### src/rtl/i2cr_pkg.sv
package i2cr_pkg;
   localparam int BYTE_W = 8;

   typedef enum logic [2:0] {
      ST_IDLE,
      ST_ADDR,
      ST_AACK,
      ST_WDAT,
      ST_WACK,
      ST_RDAT,
      ST_RACK,
      ST_SKIP
   } i2cr_state_e;
endpackage

### src/rtl/i2cr_sync.sv
module i2cr_sync #(
   parameter int STAGES = 2
) (
   input  logic clk,
   input  logic rst_n,
   input  logic scl_raw,
   input  logic sda_raw,
   output logic scl_s,
   output logic sda_s,
   output logic start_p,
   output logic stop_p,
   output logic rise_p,
   output logic fall_p
);
   generate
      if (STAGES < 2) begin : g_bad_stages
         $error("i2cr_sync: STAGES must be at least 2");
      end
   endgenerate

   logic [STAGES-1:0] scl_pipe;
   logic [STAGES-1:0] sda_pipe;
   logic              scl_q;
   logic              sda_q;

   always_ff @(posedge clk or negedge rst_n) begin
      if (!rst_n) begin
         scl_pipe <= '1;
         sda_pipe <= '1;
         scl_q    <= 1'b1;
         sda_q    <= 1'b1;
      end else begin
         scl_pipe <= {scl_pipe[STAGES-2:0], scl_raw};
         sda_pipe <= {sda_pipe[STAGES-2:0], sda_raw};
         scl_q    <= scl_s;
         sda_q    <= sda_s;
      end
   end

   assign scl_s   = scl_pipe[STAGES-1];
   assign sda_s   = sda_pipe[STAGES-1];
   assign start_p = scl_s & scl_q & sda_q & ~sda_s;
   assign stop_p  = scl_s & scl_q & ~sda_q & sda_s;
   assign rise_p  = scl_s & ~scl_q;
   assign fall_p  = ~scl_s & scl_q;


   edge_excl_chk: assert property (@(posedge clk) disable iff (!rst_n)
      $onehot0({start_p, stop_p, rise_p, fall_p}));
endmodule

### src/rtl/i2cr_timeout.sv
module i2cr_timeout #(
   parameter int LIMIT = 4000
) (
   input  logic clk,
   input  logic rst_n,
   input  logic scl_s,
   input  logic osc_en,
   output logic tmo_p
);
   localparam int CW = $clog2(LIMIT + 1);

   generate
      if (LIMIT < 2) begin : g_bad_limit
         $error("i2cr_timeout: LIMIT must be at least 2");
      end
   endgenerate

   logic [CW-1:0] cnt;

   always_ff @(posedge clk or negedge rst_n) begin
      if (!rst_n) begin
         cnt <= '0;
      end else if (scl_s) begin
         cnt <= '0;
      end else if (osc_en && (cnt != CW'(LIMIT))) begin
         cnt <= cnt + 1'b1;
      end
   end

   assign tmo_p = !scl_s && osc_en && (cnt == CW'(LIMIT - 1));


   cnt_bound_chk: assert property (@(posedge clk) disable iff (!rst_n)
      cnt <= CW'(LIMIT));

   fire_once_chk: assert property (@(posedge clk) disable iff (!rst_n)
      tmo_p |=> !tmo_p);

   osc_hold_chk: assert property (@(posedge clk) disable iff (!rst_n)
      (!osc_en && !scl_s) |=> $stable(cnt));
endmodule

### src/rtl/i2cr_engine.sv
module i2cr_engine
   import i2cr_pkg::*;
#(
   parameter logic [6:0] DEV_ADDR = 7'h68,
   parameter int         AW       = 4
) (
   input  logic              clk,
   input  logic              rst_n,
   input  logic              start_p,
   input  logic              stop_p,
   input  logic              rise_p,
   input  logic              fall_p,
   input  logic              sda_s,
   input  logic              tmo_p,
   output logic              sda_oe,
   output logic [AW-1:0]     reg_addr,
   output logic              reg_we,
   output logic [BYTE_W-1:0] reg_wdata,
   output logic              reg_rd,
   input  logic [BYTE_W-1:0] reg_rdata
);
   i2cr_state_e       st;
   logic [3:0]        bcnt;
   logic [BYTE_W-1:0] shreg;
   logic [AW-1:0]     ptr;
   logic              first_q;
   logic              rw_q;
   logic              nack_q;
   logic              oe_q;
   logic              we_q;
   logic [BYTE_W-1:0] wd_q;
   logic              rd_q;

   always_ff @(posedge clk or negedge rst_n) begin
      if (!rst_n) begin
         st      <= ST_IDLE;
         bcnt    <= '0;
         shreg   <= '0;
         ptr     <= '0;
         first_q <= 1'b0;
         rw_q    <= 1'b0;
         nack_q  <= 1'b0;
         oe_q    <= 1'b0;
         we_q    <= 1'b0;
         wd_q    <= '0;
         rd_q    <= 1'b0;
      end else begin
         we_q <= 1'b0;
         rd_q <= 1'b0;
         if (we_q) ptr <= ptr + 1'b1;
         if (tmo_p || stop_p) begin
            st   <= ST_IDLE;
            oe_q <= 1'b0;
         end else if (start_p) begin
            st   <= ST_ADDR;
            bcnt <= '0;
            oe_q <= 1'b0;
         end else begin
            case (st)
               ST_IDLE, ST_SKIP: begin
               end
               ST_ADDR: begin
                  if (rise_p) begin
                     shreg <= {shreg[BYTE_W-2:0], sda_s};
                     bcnt  <= bcnt + 4'd1;
                  end else if (fall_p && bcnt == 4'd8) begin
                     if (shreg[7:1] == DEV_ADDR) begin
                        st   <= ST_AACK;
                        oe_q <= 1'b1;
                        rw_q <= shreg[0];
                     end else begin
                        st <= ST_SKIP;
                     end
                  end
               end
               ST_AACK: begin
                  if (fall_p) begin
                     bcnt <= '0;
                     if (rw_q) begin
                        st    <= ST_RDAT;
                        shreg <= reg_rdata;
                        oe_q  <= ~reg_rdata[7];
                        rd_q  <= 1'b1;
                     end else begin
                        st      <= ST_WDAT;
                        oe_q    <= 1'b0;
                        first_q <= 1'b1;
                     end
                  end
               end
               ST_WDAT: begin
                  if (rise_p) begin
                     shreg <= {shreg[BYTE_W-2:0], sda_s};
                     bcnt  <= bcnt + 4'd1;
                  end else if (fall_p && bcnt == 4'd8) begin
                     st   <= ST_WACK;
                     oe_q <= 1'b1;
                     if (first_q) begin
                        ptr     <= shreg[AW-1:0];
                        first_q <= 1'b0;
                     end else begin
                        we_q <= 1'b1;
                        wd_q <= shreg;
                     end
                  end
               end
               ST_WACK: begin
                  if (fall_p) begin
                     st   <= ST_WDAT;
                     oe_q <= 1'b0;
                     bcnt <= '0;
                  end
               end
               ST_RDAT: begin
                  if (rise_p) begin
                     bcnt <= bcnt + 4'd1;
                  end else if (fall_p) begin
                     if (bcnt == 4'd8) begin
                        st   <= ST_RACK;
                        oe_q <= 1'b0;
                        ptr  <= ptr + 1'b1;
                     end else begin
                        shreg <= {shreg[BYTE_W-2:0], 1'b0};
                        oe_q  <= ~shreg[6];
                     end
                  end
               end
               ST_RACK: begin
                  if (rise_p) begin
                     nack_q <= sda_s;
                  end else if (fall_p) begin
                     if (nack_q) begin
                        st   <= ST_SKIP;
                        oe_q <= 1'b0;
                     end else begin
                        st    <= ST_RDAT;
                        bcnt  <= '0;
                        shreg <= reg_rdata;
                        oe_q  <= ~reg_rdata[7];
                        rd_q  <= 1'b1;
                     end
                  end
               end
               default: st <= ST_IDLE;
            endcase
         end
      end
   end

   assign sda_oe    = oe_q;
   assign reg_addr  = ptr;
   assign reg_we    = we_q;
   assign reg_wdata = wd_q;
   assign reg_rd    = rd_q;


   skip_quiet_chk: assert property (@(posedge clk) disable iff (!rst_n)
      (st == ST_SKIP) |-> (!sda_oe && !reg_we && !reg_rd));

   stop_release_chk: assert property (@(posedge clk) disable iff (!rst_n)
      stop_p |=> !sda_oe);

   tmo_release_chk: assert property (@(posedge clk) disable iff (!rst_n)
      tmo_p |=> !sda_oe);

   ack_drive_chk: assert property (@(posedge clk) disable iff (!rst_n)
      (st == ST_AACK || st == ST_WACK) |-> sda_oe);

   ptr_step_chk: assert property (@(posedge clk) disable iff (!rst_n)
      reg_we |=> reg_addr == AW'($past(reg_addr) + 1'b1));

   strobe_excl_chk: assert property (@(posedge clk) disable iff (!rst_n)
      !(reg_we && reg_rd));
endmodule

### src/rtl/i2cr_target.sv
module i2cr_target
   import i2cr_pkg::*;
#(
   parameter logic [6:0] DEV_ADDR    = 7'h68,
   parameter int         REG_AW      = 4,
   parameter int         SYNC_STAGES = 2,
   parameter int         TIMEOUT_CYC = 4000
) (
   input  logic              clk,
   input  logic              rst_n,
   input  logic              scl_i,
   input  logic              sda_i,
   input  logic              osc_en,
   output logic              sda_oe,
   output logic [REG_AW-1:0] reg_addr,
   output logic              reg_we,
   output logic [BYTE_W-1:0] reg_wdata,
   output logic              reg_rd,
   input  logic [BYTE_W-1:0] reg_rdata
);
   generate
      if (REG_AW < 1 || REG_AW > BYTE_W) begin : g_bad_aw
         $error("i2cr_target: REG_AW must lie in 1..8");
      end
   endgenerate

   logic scl_s, sda_s, start_p, stop_p, rise_p, fall_p, tmo_p;

   i2cr_sync #(.STAGES(SYNC_STAGES)) sync_i (
      .clk(clk), .rst_n(rst_n), .scl_raw(scl_i), .sda_raw(sda_i),
      .scl_s(scl_s), .sda_s(sda_s), .start_p(start_p), .stop_p(stop_p),
      .rise_p(rise_p), .fall_p(fall_p)
   );

   i2cr_timeout #(.LIMIT(TIMEOUT_CYC)) tmo_i (
      .clk(clk), .rst_n(rst_n), .scl_s(scl_s), .osc_en(osc_en), .tmo_p(tmo_p)
   );

   i2cr_engine #(.DEV_ADDR(DEV_ADDR), .AW(REG_AW)) eng_i (
      .clk(clk), .rst_n(rst_n), .start_p(start_p), .stop_p(stop_p),
      .rise_p(rise_p), .fall_p(fall_p), .sda_s(sda_s), .tmo_p(tmo_p),
      .sda_oe(sda_oe), .reg_addr(reg_addr), .reg_we(reg_we),
      .reg_wdata(reg_wdata), .reg_rd(reg_rd), .reg_rdata(reg_rdata)
   );
endmodule

### config.mk
export PLATFORM = sky130hd
export DESIGN_NAME = i2cr_target
export DESIGN_NICKNAME = d
export VERILOG_FILES = /design/src/rtl/i2cr_pkg.sv /design/src/rtl/i2cr_sync.sv /design/src/rtl/i2cr_timeout.sv /design/src/rtl/i2cr_engine.sv /design/src/rtl/i2cr_target.sv
export SDC_FILE = /design/constraint.sdc
export NUM_CORES = 1
export LEC_CHECK = 0
export ABC_AREA = 1
export BUFFER_PORTS_ARGS = -buffer_cell sky130_fd_sc_hd__buf_4
export CORE_MARGIN = 2
export CORE_UTILIZATION = 49
export DETAILED_ROUTE_END_ITERATION = 10
export PLACE_DENSITY = 0.7
export SYNTH_ARGS = -nofsm -noshare
export SYNTH_HDL_FRONTEND = slang
export SYNTH_SLANG_ARGS = --single-unit
### constraint.sdc
create_clock -name clk -period 1.6 [get_ports clk]
set_input_delay 0.24 -clock clk [delete_from_list [all_inputs] [get_ports clk]]
set_output_delay 0.24 -clock clk [all_outputs]
set_load 0.05 [all_outputs]
Word level (Yosys, flattened, before mapping)
Cells that the tools add are included.
Word-level totals
  bits in registers: 51
  output and inout bits: 15
  logic and storage cells: 179
  input bits: 13
Operators by class
  add/subtract/negate cells: 3
  muxes and demuxes: 82
  eq/ne operators: 39
  bitwise logic cells: 17
  reduce and logical (&&, ||, !) cells: 22
Operators with widths (number)
  $mux W8: 9
  $mux W4: 15
  $mux W3: 15
  $reduce_and A12 Y1: 3
  $mux W1: 33
  $ne A4 B1 Y1 const B: 8
  $pmux W8 S4: 1
  $mux W12: 2
  $pmux W3 S6: 1
  $ne A4 B3 Y1 const B: 4
  $reduce_and A7 Y1: 2
  $add A12 B1 Y12 const B: 1
  $eq A12 B12 Y1 const B: 1
  $ne A12 B12 Y1 const B: 1
  $ne A2 B1 Y1 const B: 6
  $ne A2 B2 Y1 const B: 6
  $pmux W4 S3: 1
  $reduce_and A6 Y1: 2
  $not A1 Y1: 10
  $eq A3 B3 Y1 const B: 3
  $ne A3 B1 Y1 const B: 3
  $add A4 B1 Y4 const B: 2
  $pmux W4 S2: 1
  $reduce_bool A4 Y1: 2
  other kinds (17): 31

Logic depth before layout (Yosys ltp)
  depth after elaboration: 8
  mapped depth: 12
  gate-level depth less buffers: 12

Cells and area by module
Synthesis repeated with hierarchy kept, for this count alone.
Second synthesis, totals
  cells, all modules: 482
  area total of the unflattened synthesis: 3358.2 sq um
Modules (own cells, without submodules)
  i2cr_engine: cells an instance 349, area an instance 2372.3 sq um, sequential area each 825.8 sq um, instances 1
  i2cr_timeout: cells an instance 116, area an instance 787.0 sq um, sequential area each 300.3 sq um, instances 1
  i2cr_sync: cells an instance 17, area an instance 198.9 sq um, sequential area each 157.7 sq um, instances 1

Worst setup path after synthesis
No wires, ideal clock.
  path kind: register to register
  from: register eng_i.bcnt[0]
  to: register eng_i.wd_q[5], in the netlist eng_i.reg_wdata[5]
  data required time: 1.480 ns
  period minus slack after synthesis: 1.675 ns
  setup slack: -0.075 ns
  setup time: 0.120 ns
  buffers on the path: 1
  arrival time: 1.555 ns
  stages on the path, launching flop included: 11
  cell sequence: dfrtp_1 -> inv_1 -> ha_1 -> nand2_1 -> nor2_1 -> nand2_2 -> nor2_2 -> nand3_2 -> buf_6 -> nand2_1 -> o21ai_2
Between the ends
  cells in the longest elaborated chain, start to end: 3
Ends and longest elaborated chain
  from (decl): RTL line i2cr_engine.sv:23  | logic [3:0] bcnt;
  from (signal assigned): RTL line i2cr_engine.sv:65  | bcnt <= bcnt + 4'd1;
  from (signal assigned): RTL line i2cr_engine.sv:94  | bcnt <= bcnt + 4'd1;
  from (signal assigned): RTL line i2cr_engine.sv:116  | bcnt <= bcnt + 4'd1;
  $eq A4 B4 Y1: RTL line i2cr_engine.sv:95  | end else if (fall_p && bcnt == 4'd8) begin
  $logic_and A1 B1 Y1: RTL line i2cr_engine.sv:95
  $reduce_and A6 Y1 (no line)
  to (signal assigned): RTL line i2cr_engine.sv:103  | wd_q <= shreg;
  to (decl): RTL line i2cr_engine.sv:31  | logic [BYTE_W-1:0] wd_q;
No other way between the ends.
A chain may end at the register's enable or synchronous reset.

Worst setup path in the final report
  from: register sync_i.scl_pipe[1]
  to: register eng_i.st[0]
Between the ends
  cells in the longest elaborated chain, start to end: 6
  elaborated cells on any way between the ends: 28
  those cells by class: 11 x eq/ne; 2 x mux; 8 x bitwise; 7 x reduce/logical
Ends and longest elaborated chain
  from (decl): RTL line i2cr_sync.sv:21  | logic [STAGES-1:0] scl_pipe;
  from (signal assigned): RTL line i2cr_sync.sv:33  | scl_pipe <= {scl_pipe[STAGES-2:0], scl_raw};
  $and A1 B1 Y1 / $logic_not A1 Y1 (equally long branches): RTL line i2cr_sync.sv:42, i2cr_sync.sv:43, i2cr_timeout.sv:30
  $and A1 B1 Y1 / $logic_and A1 B1 Y1 (equally long branches) (2 in a row): RTL line i2cr_sync.sv:43, i2cr_timeout.sv:30
  $logic_or A1 B1 Y1: RTL line i2cr_engine.sv:51  | if (tmo_p || stop_p) begin
  $ne A4 B3 Y1 (no line), or another cell as far along
  $reduce_and A12 Y1 (no line)
  to (signal assigned): RTL line i2cr_engine.sv:52  | st <= ST_IDLE;
  to (signal assigned): RTL line i2cr_engine.sv:55  | st <= ST_ADDR;
  to (signal assigned): RTL line i2cr_engine.sv:68  | st <= ST_AACK;
  to (decl): RTL line i2cr_engine.sv:22  | i2cr_state_e st;
Parallel ways exist; a longest one is shown, timed or not.

==> impl_metrics.py <==
metrics = {
    "outcome": {
        "status": "finished, violations left",
        "failing_checks": "setup timing",
    },
    "timing": {
        "relSlewSlack_pct": 55.37,
        "max_clock_freq_ghz": 0.5830,
        "finalCritPeriodShare_pct": 107.2,
        "post-route-worst-setup-slack_ns": -0.1152,
        "layout_min_cycle_time_ns": 1.715,
        "hold_viol": 0,
        "finalSetupViolations": 36,
        "tightestPinTransition_ns": 0.6694,
        "grt_setup_unrepaired": "true",
        "fin_skew_ns": 0.01404,
        "fin_tns_setup_ns": -2.041,
        "final_max_slew_viol_count": 0,
    },
    "synth": {
        "synth.top_cells.by_area": "dfrtp_1 35%, nand2_1 16%, nand3_1 6.5%",
        "synth_edf_count": 0,
        "synthDistinctLibCells": 36,
        "synth.top_cell.area_share_pct": 35.41,
        "netlist_instances": 441,
        "synth.largest_area_cell": "dfrtp_1",
        "synth_area_per_cell_um2": 7.212,
        "netlist_top_cells_count": "135 x nand2_1, 47 x inv_1, 45 x dfrtp_1, 45 x nor2_1, 41 x nand3_1",
        "synth.cell_area_um2": 3181,
        "dominantRegCellSynth": "dfrtp_1",
        "mappedNetlistNets": 459,
        "postSynthRegisterBits": 51,
        "sequential_cell_area_fraction_in_the_yosys_report_pct": 40.36,
        "synth-async-reset-ratio_pct": 100.0,
        "yosysMostFrequentCell": "nand2_1",
        "synth_warnings": 0,
    },
    "critical_path": {
        "worstSetupEndpointType": "register",
        "crit-reg2reg-launch": "sync_i.scl_pipe[1]",
        "worstSetupPathDepth": 9,
        "crit_path_cell_trace": "inv_4 -> buf_6 -> nor2_4 -> buf_4 -> nand2_1 -> nand4_1 -> nand2_2 -> nand4_1 -> nand2_1",
        "worstSetupPathType": "reg2reg",
        "crit_fanout": 6,
        "timing.critical_path.max_delay_family": "simple AND/OR/NAND/NOR gates",
        "ff2ff_setup_slack_ns": -0.12,
        "worst_stage_delay_on_the_critical_path_ns": 0.64,
        "critical_path_buf_inv_count": 3,
        "critPathRequiredTime_ns": 1.82,
        "timing.critical_path.slowest_stage_cell": "dfstp_2",
        "cp.arrival_ns": 1.93,
        "reg2reg_to": "eng_i.st[0]",
        "path_depth_of_the_worst_reg2reg_path": 9,
        "critical_path_launch_point_type": "register",
    },
    "global_route": {
        "wire_length_of_the_first_global_routing_pass_mm": 14.34,
        "initial_antenna_violation_count": 0,
        "overflow": 0,
        "grt_start_max_net_pins": 52,
        "grt_pass1_vias": 3067,
        "grt.total_usage_pct": 24.90,
    },
    "detailed_routing": {
        "drt-initial-drc-count": 271,
        "route.detailed.wl_per_inst_um": 14.85,
        "drc_errors": 0,
        "finalWirelength_mm": 9.358,
        "vias_per_cell": 5.363,
        "route.antenna.remaining_nets": 0,
        "detailedRoute.firstPassIterationCount": 5,
        "vias": 3379,
    },
    "pwr": {
        "p_total_uw": 6472,
        "cellLeakagePower_uw": 0.002297,
        "ir_worst_vdd_v": 0.001028,
        "cellPowerDensity_nw_per_um2": 1398,
    },
    "final_layout": {
        "insertedDiodeCount": 0,
        "final_layout_size_suffix_gt1_share_pct": 42.31,
        "post-route-util_pct": 73.31,
        "layout.cell_area.non_filler_um2": 4628,
        "final_cells": 630,
        "filler_cell_count": 466,
        "area_growth_pct": 45.52,
        "finalNetCount": 570,
    },
    "hold_path": {
        "worst_hold_path.endpoint": "sync_i.sda_pipe[0]",
        "min_path_cells": 1,
        "worst_hold_startpoint": "sda_i",
        "min_path_type": "in2reg",
    },
    "clock_tree": {
        "cts_num_sinks": 51,
        "clock_insertion_delay_worst_skew_ns": 0.32,
        "clockBufferDepth": 2,
        "clk_transition_reported_paths_ns": 0.11,
        "htree_num_levels": 2,
        "tritoncts": "done",
        "cts-buffers-inserted": 5,
        "clock_tree.root_cell": "clkbuf_8",
    },
    "placement": {
        "hpwl_mm": 6.022,
        "placement.cell_area_um2": 3941,
        "globalplace.congestion": 0.9404,
        "numPlacedInstances": 603,
        "io_buffers": 27,
    },
    "floorplanning": {
        "core_area_um2": 6314,
        "die-area_um2": 7151,
        "chipHeight_um": 84.57,
        "boundaryPins": 28,
        "floorplan.initialDensity_pct": 50.38,
        "rows": 29,
        "chipWidth_um": 84.57,
    },
    "run": {
        "cap_violations": 0,
    },
}
## how the worst max path moves through the flow
stage	slack [ns]	from	endpoint
floorplan	0.007	tmo_i.cnt[0]	eng_i.reg_wdata[5]
global placement	-0.05	sync_i.scl_pipe[1]	eng_i.reg_addr[3]
detailed placement	-0.09	eng_i.bcnt[0]	eng_i.st[0]
CTS	-0.05	tmo_i.cnt[1]	eng_i.rw_q
global route	-0.22	sync_i.scl_pipe[1]	eng_i.st[0]
finish	-0.12	sync_i.scl_pipe[1]	eng_i.st[0]
## per-layer routing
| metal | GRT usage, % | wire length, µm | part of all wire, % | up-vias |
|---|---|---|---|---|
| li1 | - | - | - | 1661 |
| met4 | 5.483 | 127 | 1.4 | 0 |
| met5 | 0 | 0 | 0 | - |
| met1 | 36.03 | 4220 | 45 | 1574 |
| met3 | 4.031 | 482 | 5.2 | 13 |
| met2 | 39.58 | 4527 | 48 | 131 |
## state kept, by name, summed over array words and instances, names as in the netlist
register         cells
eng_i.reg_rd         1
tmo_i.cnt           12
eng_i.bcnt           4
eng_i.sda_oe         1
sync_i.sda_q         1
eng_i.reg_wdata      8
eng_i.shreg          8
sync_i.sda_pipe      2
eng_i.reg_addr       4
eng_i.rw_q           1
eng_i.nack_q         1
eng_i.reg_we         1
sync_i.scl_pipe      2
eng_i.first_q        1
eng_i.st             3
sync_i.scl_q         1
## what timing repair did
action                                  in CTS  in global routing
hold endpoints to repair                    45                  0
endpoints found under the setup margin      40                 43
pin swaps                                   25                 39
cloned                                       1                  0
hold buffers                                 1                  0
buffers inserted                             7                 10
resized for setup                           53                 73
## metrics by stage
stage | hold slack (ns) | setup slack, ns
2_1_floorplan | -0.05559 | 0.007457
3_3_place_gp | 0.3124 | -0.05291
3_5_place_dp | 0.3220 | -0.09350
4_1_cts | 0.02433 | -0.05110
5_1_grt | 0.009932 | -0.2186
6_report | 0.02616 | -0.1152
## kinds of logic after synthesis
kind of cell             share of synthesized area (%)
AND/OR/NAND/NOR                                  36.74
buffers and inverters                            7.986
AO/OA/AOI/OAI                                    10.98
flip-flops                                       40.36
XOR/XNOR                                         1.652
adder cells (fa/ha/maj)                          1.967
multiplexers                                    0.3147
## final cells by class
class,instances,area [µm²],share of cell area [%]
well taps,77,96.34,2.082
clock buffers,5,68.82,1.487
inverters,52,207.7,4.488
clock inverters,3,23.77,0.5137
multi-input cells,332,2012,43.47
repair buffers,110,933.4,20.17
flip-flops and latches,51,1286,27.79
## placed cells by master (no fill, tap or decap), types with 8 or more instances in the layout
| cell | netlist | layout |
|---|---|---|
| nor2_4 | 2 | 8 |
| o21ai_2 | 8 | 12 |
| nand3_1 | 41 | 30 |
| nand2_1 | 135 | 103 |
| buf_6 | 3 | 16 |
| dfrtp_1 | 45 | 43 |
| nand2_4 | 2 | 11 |
| o21ai_0 | 25 | 17 |
| inv_1 | 47 | 37 |
| a21oi_1 | 9 | 8 |
| nand4_1 | 9 | 9 |
| inv_2 | 5 | 10 |
| nor2_2 | 5 | 8 |
| nand2_2 | 5 | 26 |
| nor2_1 | 45 | 36 |
| buf_4 | 2 | 89 |
| nand3_2 | 2 | 12 |
| o21ai_1 | 5 | 9 |
## where the power goes
group          switching (µW)  internal [µW]  leakage (µW)
Sequential                264           1550      0.000654
Combinational            2290           1580       0.00160
Clock                     473            314     0.0000408
Total                    3030           3440       0.00230
No activity file was read; power rests on OpenSTA's default activity.
